**config.mk**
```make
export PLATFORM = sky130hd
export DESIGN_NAME = cmp_action_timer
export DESIGN_NICKNAME = d
export VERILOG_FILES = /design/src/rtl/cat_pkg.sv /design/src/rtl/cat_counter.sv /design/src/rtl/cat_pin.sv /design/src/rtl/cmp_action_timer.sv
export SDC_FILE = /design/constraint.sdc
export NUM_CORES = 1
export LEC_CHECK = 0
export BUFFER_PORTS_ARGS = -buffer_cell sky130_fd_sc_hd__buf_2
export CAP_MARGIN = 5
export CORE_ASPECT_RATIO = 0.75
export CORE_MARGIN = 1
export CORE_UTILIZATION = 40
export DETAILED_ROUTE_END_ITERATION = 7
export PLACE_DENSITY = 0.54
export SLEW_MARGIN = 0
export SYNTH_ARGS = -nofsm -noshare
export SYNTH_HDL_FRONTEND = slang
export SYNTH_SLANG_ARGS = --single-unit
```
**constraint.sdc**
```tcl
create_clock -name clk -period 6.6 [get_ports clk]
set_input_delay 0.66 -clock clk [delete_from_list [all_inputs] [get_ports clk]]
set_output_delay 0.66 -clock clk [all_outputs]
set_load 0.05 [all_outputs]
```
**src/rtl/cat_pkg.sv**
```systemverilog
`timescale 1ns/1ps
package cat_pkg;

    typedef enum logic [1:0] {
        MODE_HOLD     = 2'b00,
        MODE_ONESHOT  = 2'b01,
        MODE_PERIODIC = 2'b10,
        MODE_PWM      = 2'b11
    } cat_mode_e;

    // Pin level produced by a time-out action for a given code.
    function automatic logic tmo_level(input logic [2:0] code, input logic cur);
        logic lvl;
        case (code)
            3'd1, 3'd4, 3'd5: lvl = ~cur;
            3'd2, 3'd6:       lvl = 1'b0;
            3'd3, 3'd7:       lvl = 1'b1;
            default:          lvl = cur;
        endcase
        return lvl;
    endfunction

    // Codes with bit 2 set force the pin when written; bit 0 picks the low level.
    function automatic logic force_level(input logic [2:0] code);
        return ~code[0];
    endfunction

endpackage

```
**src/rtl/cat_counter.sv**
```systemverilog
`timescale 1ns/1ps
module cat_counter #(
    parameter int W = 16
) (
    input  logic         clk,
    input  logic         rst_n,
    input  logic         run_ok,
    input  logic         one_shot,
    input  logic         en_wr,
    input  logic         en_val,
    input  logic [W-1:0] reload,
    input  logic         int_clr,
    output logic         tmo,
    output logic         flag
);

    typedef struct packed {
        logic [W-1:0] cnt;
        logic         en;
        logic         flag;
    } cnt_state_t;

    cnt_state_t st_d, st_q;

    always_comb begin
        st_d = st_q;
        tmo  = st_q.en && run_ok && (st_q.cnt == '0);
        if (tmo) begin
            if (one_shot) st_d.en  = 1'b0;
            else          st_d.cnt = reload;
        end else if (st_q.en && run_ok) begin
            st_d.cnt = st_q.cnt - 1'b1;
        end
        if (en_wr) begin
            st_d.en = en_val;
            if (en_val) st_d.cnt = reload;
        end
        if (int_clr) st_d.flag = 1'b0;
        if (tmo)     st_d.flag = 1'b1;
    end

    always_ff @(posedge clk or negedge rst_n) begin
        if (!rst_n) st_q <= '0;
        else        st_q <= st_d;
    end

    assign flag = st_q.flag;


    oneshot_stop_chk: assert property (@(posedge clk) disable iff (!rst_n)
        (tmo && one_shot && !en_wr) |=> !st_q.en);


    flag_set_wins_chk: assert property (@(posedge clk) disable iff (!rst_n)
        tmo |=> flag);


    flag_clear_chk: assert property (@(posedge clk) disable iff (!rst_n)
        (int_clr && !tmo) |=> !flag);

endmodule

```
**src/rtl/cat_pin.sv**
```systemverilog
`timescale 1ns/1ps
module cat_pin
    import cat_pkg::*;
(
    input  logic       clk,
    input  logic       rst_n,
    input  logic       allow,
    input  logic       act_wr,
    input  logic [2:0] act_new,
    input  logic       tmo,
    output logic       pin
);

    typedef struct packed {
        logic [2:0] act;
        logic       pin;
    } pin_state_t;

    pin_state_t st_d, st_q;

    always_comb begin
        st_d = st_q;
        if (tmo && allow && (st_q.act != 3'd0))
            st_d.pin = tmo_level(st_q.act, st_q.pin);
        if (act_wr) begin
            st_d.act = act_new;
            if (allow && act_new[2]) st_d.pin = force_level(act_new);
        end
    end

    always_ff @(posedge clk or negedge rst_n) begin
        if (!rst_n) st_q <= '0;
        else        st_q <= st_d;
    end

    assign pin = st_q.pin;


    force_now_chk: assert property (@(posedge clk) disable iff (!rst_n)
        (act_wr && allow && act_new[2]) |=> (pin == !$past(act_new[0])));


    blocked_pin_chk: assert property (@(posedge clk) disable iff (!rst_n)
        !allow |=> $stable(pin));

endmodule

```
**src/rtl/cmp_action_timer.sv**
```systemverilog
`timescale 1ns/1ps
module cmp_action_timer
    import cat_pkg::*;
#(
    parameter int HALF_W = 16
) (
    input  logic                clk,
    input  logic                rst_n,
    input  logic [1:0]          cfg_mode,
    input  logic                cfg_capture,
    input  logic                cfg_wide,
    input  logic [1:0]          act_wr,
    input  logic [5:0]          act_code,
    input  logic [1:0]          ld_wr,
    input  logic [2*HALF_W-1:0] ld_val,
    input  logic [1:0]          en_wr,
    input  logic [1:0]          en_val,
    input  logic [1:0]          int_mask,
    input  logic [1:0]          int_clr,
    output logic [1:0]          ccp_pin,
    output logic [1:0]          irq
);

    localparam int FULL_W = 2 * HALF_W;
    localparam int NHALF  = 2;

    typedef struct packed {
        logic [HALF_W-1:0] ld_b;
        logic [HALF_W-1:0] ld_a;
    } ld_regs_t;

    ld_regs_t ld_d, ld_q;

    always_comb begin
        ld_d = ld_q;
        if (ld_wr[0]) ld_d.ld_a = ld_val[HALF_W-1:0];
        if (ld_wr[1]) ld_d.ld_b = ld_val[FULL_W-1:HALF_W];
    end

    always_ff @(posedge clk or negedge rst_n) begin
        if (!rst_n) ld_q <= '0;
        else        ld_q <= ld_d;
    end

    cat_mode_e mode;
    logic      counting, one_shot, cmp_ok;
    logic [FULL_W-1:0] reload_a;
    logic [NHALF-1:0]  tmo, flag, pin_allow;

    assign mode     = cat_mode_e'(cfg_mode);
    assign counting = (mode != MODE_HOLD);
    assign one_shot = (mode == MODE_ONESHOT);
    assign cmp_ok   = ((mode == MODE_ONESHOT) || (mode == MODE_PERIODIC)) && !cfg_capture;
    assign reload_a = cfg_wide ? {ld_q.ld_b, ld_q.ld_a} : {{HALF_W{1'b0}}, ld_q.ld_a};

    cat_counter #(.W(FULL_W)) u_cnt_a (
        .clk      (clk),
        .rst_n    (rst_n),
        .run_ok   (counting),
        .one_shot (one_shot),
        .en_wr    (en_wr[0]),
        .en_val   (en_val[0]),
        .reload   (reload_a),
        .int_clr  (int_clr[0]),
        .tmo      (tmo[0]),
        .flag     (flag[0])
    );

    cat_counter #(.W(HALF_W)) u_cnt_b (
        .clk      (clk),
        .rst_n    (rst_n),
        .run_ok   (counting && !cfg_wide),
        .one_shot (one_shot),
        .en_wr    (en_wr[1]),
        .en_val   (en_val[1]),
        .reload   (ld_q.ld_b),
        .int_clr  (int_clr[1]),
        .tmo      (tmo[1]),
        .flag     (flag[1])
    );

    for (genvar g = 0; g < NHALF; g++) begin : g_pin
        assign pin_allow[g] = cmp_ok && ((g == 0) || !cfg_wide);
        cat_pin u_pin (
            .clk     (clk),
            .rst_n   (rst_n),
            .allow   (pin_allow[g]),
            .act_wr  (act_wr[g]),
            .act_new (act_code[3*g +: 3]),
            .tmo     (tmo[g]),
            .pin     (ccp_pin[g])
        );
    end

    assign irq = flag & int_mask;


    wide_pin_b_chk: assert property (@(posedge clk) disable iff (!rst_n)
        cfg_wide |=> $stable(ccp_pin[1]));


    wide_b_quiet_chk: assert property (@(posedge clk) disable iff (!rst_n)
        cfg_wide |-> !tmo[1]);

endmodule

```
==> reports/qor.csv <==
stage,metric,value,unit
synth,synth_adder_area_share,0.0126,
placed_design,gp_routability_congestion,0.899,
global_route,grt_start_max_net_pins,64,
timing,timing_hold_violations_final,0,
synth,postSynthRegisterBits,92,
layout,area_growth_syn_to_layout,14.1,%
timing,holdWs,241,ps
global_route,number_of_global_route_vias_before_repair,3867,
critical_path,reg2reg_to,u_cnt_a.st_q[20],
synth,post_synth_xor_area_fraction,0.0441,
layout,num-fill-cells,1192,
synth,synth_enable_flop_cells,0,
timing,period_share,0.447,
clocking,clkSlewWorstSetupHoldPaths,60,ps
timing,fin_worst_skew,5.89,ps
job,maxCapViolations,0,
global_route,number_of_antenna_violations_at_the_first_check_in_global_routing,0,
synth,syn_area_per_cell,10.1,um2
synth,synthTopCellsByCount,"dfrtp_1 (92), nand2_1 (49), nor2_1 (34)",
die,num_io_pins,60,
die,dieWidth,131,um
synth,share_of_the_synthesized_area_in_compound_gates_ao_oa_aoi_oai,0.148,
routing,vias_per_cell,5.53,
synth,yosysTopAreaCell,dfrtp_1,
routing,detail_route.wirelength,12200,um
synth,postSynthCellCount,493,
synth,synth_area,4970,um2
pwr,total_leakage_power,2.34,nW
layout,drive_above_1_share,0.232,
die,coreArea,11800,um2
die,die_area,12900,um2
critical_path,worst-path-max-fanout,15,
routing,initialDrtViolationCount,312,
critical_path,r2r_setup_slack,3750,ps
critical_path,critical_path_class,input pin to register,
critical_path,crit_path_start_kind,input pin,
synth,synth_simple_gate_area_frac,0.220,
critical_path,critical_path_required_time,6780,ps
clocking,cts.root.buffer_cell,clkbuf_16,
layout,final_cells,709,
placed_design,hpwlAfterDp,8920,um
routing,postRouteAntennaNets,0,
clocking,cts_htree_levels,3,
placed_design,post_dp_cell_area,5370,um2
routing,drcViolationCount,0,
timing,slew_viol_final,0,
clocking,cts.hold.buffers_added,0,
clocking,number_of_buffers_created_by_cts,9,
synth,dominant_combinational_cell_family_by_area_after_synthesis,simple AND/OR/NAND/NOR gates,
global_route,grt_first_pass_wirelength,20400,um
global_route,grtUsageTotal,0.208,
layout,fin_area,5670,um2
timing,final.min_clock_period,2950,ps
timing,setup_repair_after_global_routing_missed_its_margin,no,
synth,synth-main-ff-cell,dfrtp_1,
critical_path,cp_data_arrival_time,3130,ps
clocking,cts_tree,built,
die,floorplan.rows,34,
critical_path,crit_path_end_kind,register,
placed_design,dp_cells,694,
pwr,power_density,270,nW/um2
routing,avgRoutedWirePerCell,17.1,um
clocking,clock-sinks,92,
synth,synth.lib_cells_used.distinct,65,
clocking,cts.repair.resized,0,
layout,nNetsFinal,604,
routing,num_vias,3922,
timing,setup_total_negative_slack,0,ps
layout,count_of_inserted_antenna_diode_cells,0,
timing,worstMarginPinSlew,1210,ps
die,floorplan.initialDensity,0.420,
clocking,ctsLongestPathBuffers,2,
hold_path,holdCritPathClass,input pin to asynchronous set/reset pin,
timing,relSlewSlack,0.186,
routing,drt_first_pass_iters,4,
die,die_height,98.5,um
critical_path,timing.critical_path.to,u_cnt_a.st_q[20],
pwr,largest_voltage_drop_on_the_vdd_net,0.116,mV
synth,yosys_top_cell_area_share,0.463,
global_route,grt_remaining_overflow,0,
layout,multiInputGateArea,2490,um2
clocking,post-cts-setup-buffer-count,0,
placed_design,numPortBuffers,59,
synth,yosys.cell_count.top_type,dfrtp_1,
timing,timing.fmax,339,MHz
critical_path,reg2reg_from,u_cnt_a.st_q[8],
clocking,clock_latency,340,ps
synth,netlist_top_cells_area,"dfrtp_1 (46%), mux2_2 (7.0%), nand2_1 (3.7%)",
synth,synth.yosys.warnings,0,
synth,synth_seq_area_share,0.463,
run_status,result_of_the_run,completed,
synth,ys_async_sr_fraction,1.00,
synth,syn-num-nets,554,
timing,setup_viol,0,
critical_path,timing.reg2reg.worst_path_depth,5,
synth,yosys-mux-area-fraction,0.0763,
critical_path,crit_start,cfg_mode[0],
layout,final-seq-area,2300,um2
worst min path at each step:
stage | startpoint | end | slack [ps] | depth (start not counted)
global route | rst_n | u_cnt_a.flag | 270 | 1
detailed placement | ld_q[6] | u_cnt_a.st_q[8] | 480 | 1
floorplan | rst_n | g_pin[0].u_pin.pin | 360 | 0
finish | rst_n | u_cnt_a.flag | 240 | 1
CTS | rst_n | u_cnt_a.flag | 250 | 1
global placement | ld_q[6] | u_cnt_a.st_q[8] | 470 | 1
critical path: stages:
cell and delay [ps]:
buf_2 100, inv_1 40, ha_1 300, and3b_1 400
nand4_2 340, or3_1 640, o21ai_4 470, a22oi_1 170
layout make-up:
| class | count | area share |
|---|---|---|
| multi-input cells | 362 | 0.439 |
| flip-flops and latches | 92 | 0.406 |
| repair buffers | 60 | 0.0539 |
| clock buffers | 14 | 0.0483 |
| well taps | 162 | 0.0358 |
| inverters | 18 | 0.0119 |
| clock inverters | 1 | 0.00530 |
power breakdown:
part           switching, mW  internal (mW)  total [mW]
Clock                  0.199          0.323       0.521
Combinational          0.150          0.126       0.276
Sequential            0.0917          0.641       0.733
Total                  0.440           1.09        1.53
cells in the final DEF (no fill, tap or decap), types with 3 or more instances in the layout:
master      n
nor4_4      3
o41ai_1     4
a21oi_1    13
nand3_1    20
nand2b_1    3
or3_1       9
xor2_1      5
o2bb2ai_1   3
o21ai_0    30
and2_1      6
nor3_2      4
nor2_1     34
nor3_1     21
ha_1        5
a22oi_1     3
buf_2      58
or2_2       5
a22o_1     14
nand2_1    49
xnor2_1    20
clkbuf_8    3
mux2_2     31
o211ai_1    7
clkbuf_16   9
a32oi_1     3
and4_1      5
nand4_1     8
o21a_1      3
nor4_1     10
a211oi_1    3
inv_1      18
mux2i_1     3
dfrtp_1    92
through the flow:
step                utilization  power, mW  worst slack [ps]
floorplan                     -      0.925              4040
global placement          0.454       1.01              3430
detailed placement        0.454       1.02              3320
CTS                       0.479       1.55              3670
global route              0.479       1.61              3440
finish                    0.479       1.53              3650
registers in the layout (all words and copies together), names as in the netlist:
register,flops
u_cnt_a.flag,1
g_pin.u_pin.pin,2
u_cnt_a.st_q,33
ld_q,32
u_cnt_b.st_q,17
u_cnt_b.flag,1
g_pin.u_pin.st_q,6
cell families (layout without fill, tap and decap cells):
kind of cell	Yosys count	count (layout)
AO/OA/AOI/OAI	103	103
adder cells (fa/ha/maj)	5	5
XOR/XNOR	25	25
multiplexers	34	34
buffers and inverters	39	93
flip-flops	92	92
AND/OR/NAND/NOR	195	195
routing by layer:
metal / global-route usage / part of all wire
met4: 0.0495 / 0.0059
met2: 0.279 / 0.41
met5: 0 / 0
met1: 0.330 / 0.54
met3: 0.0461 / 0.045
Power figures use the tool's default switching activity.
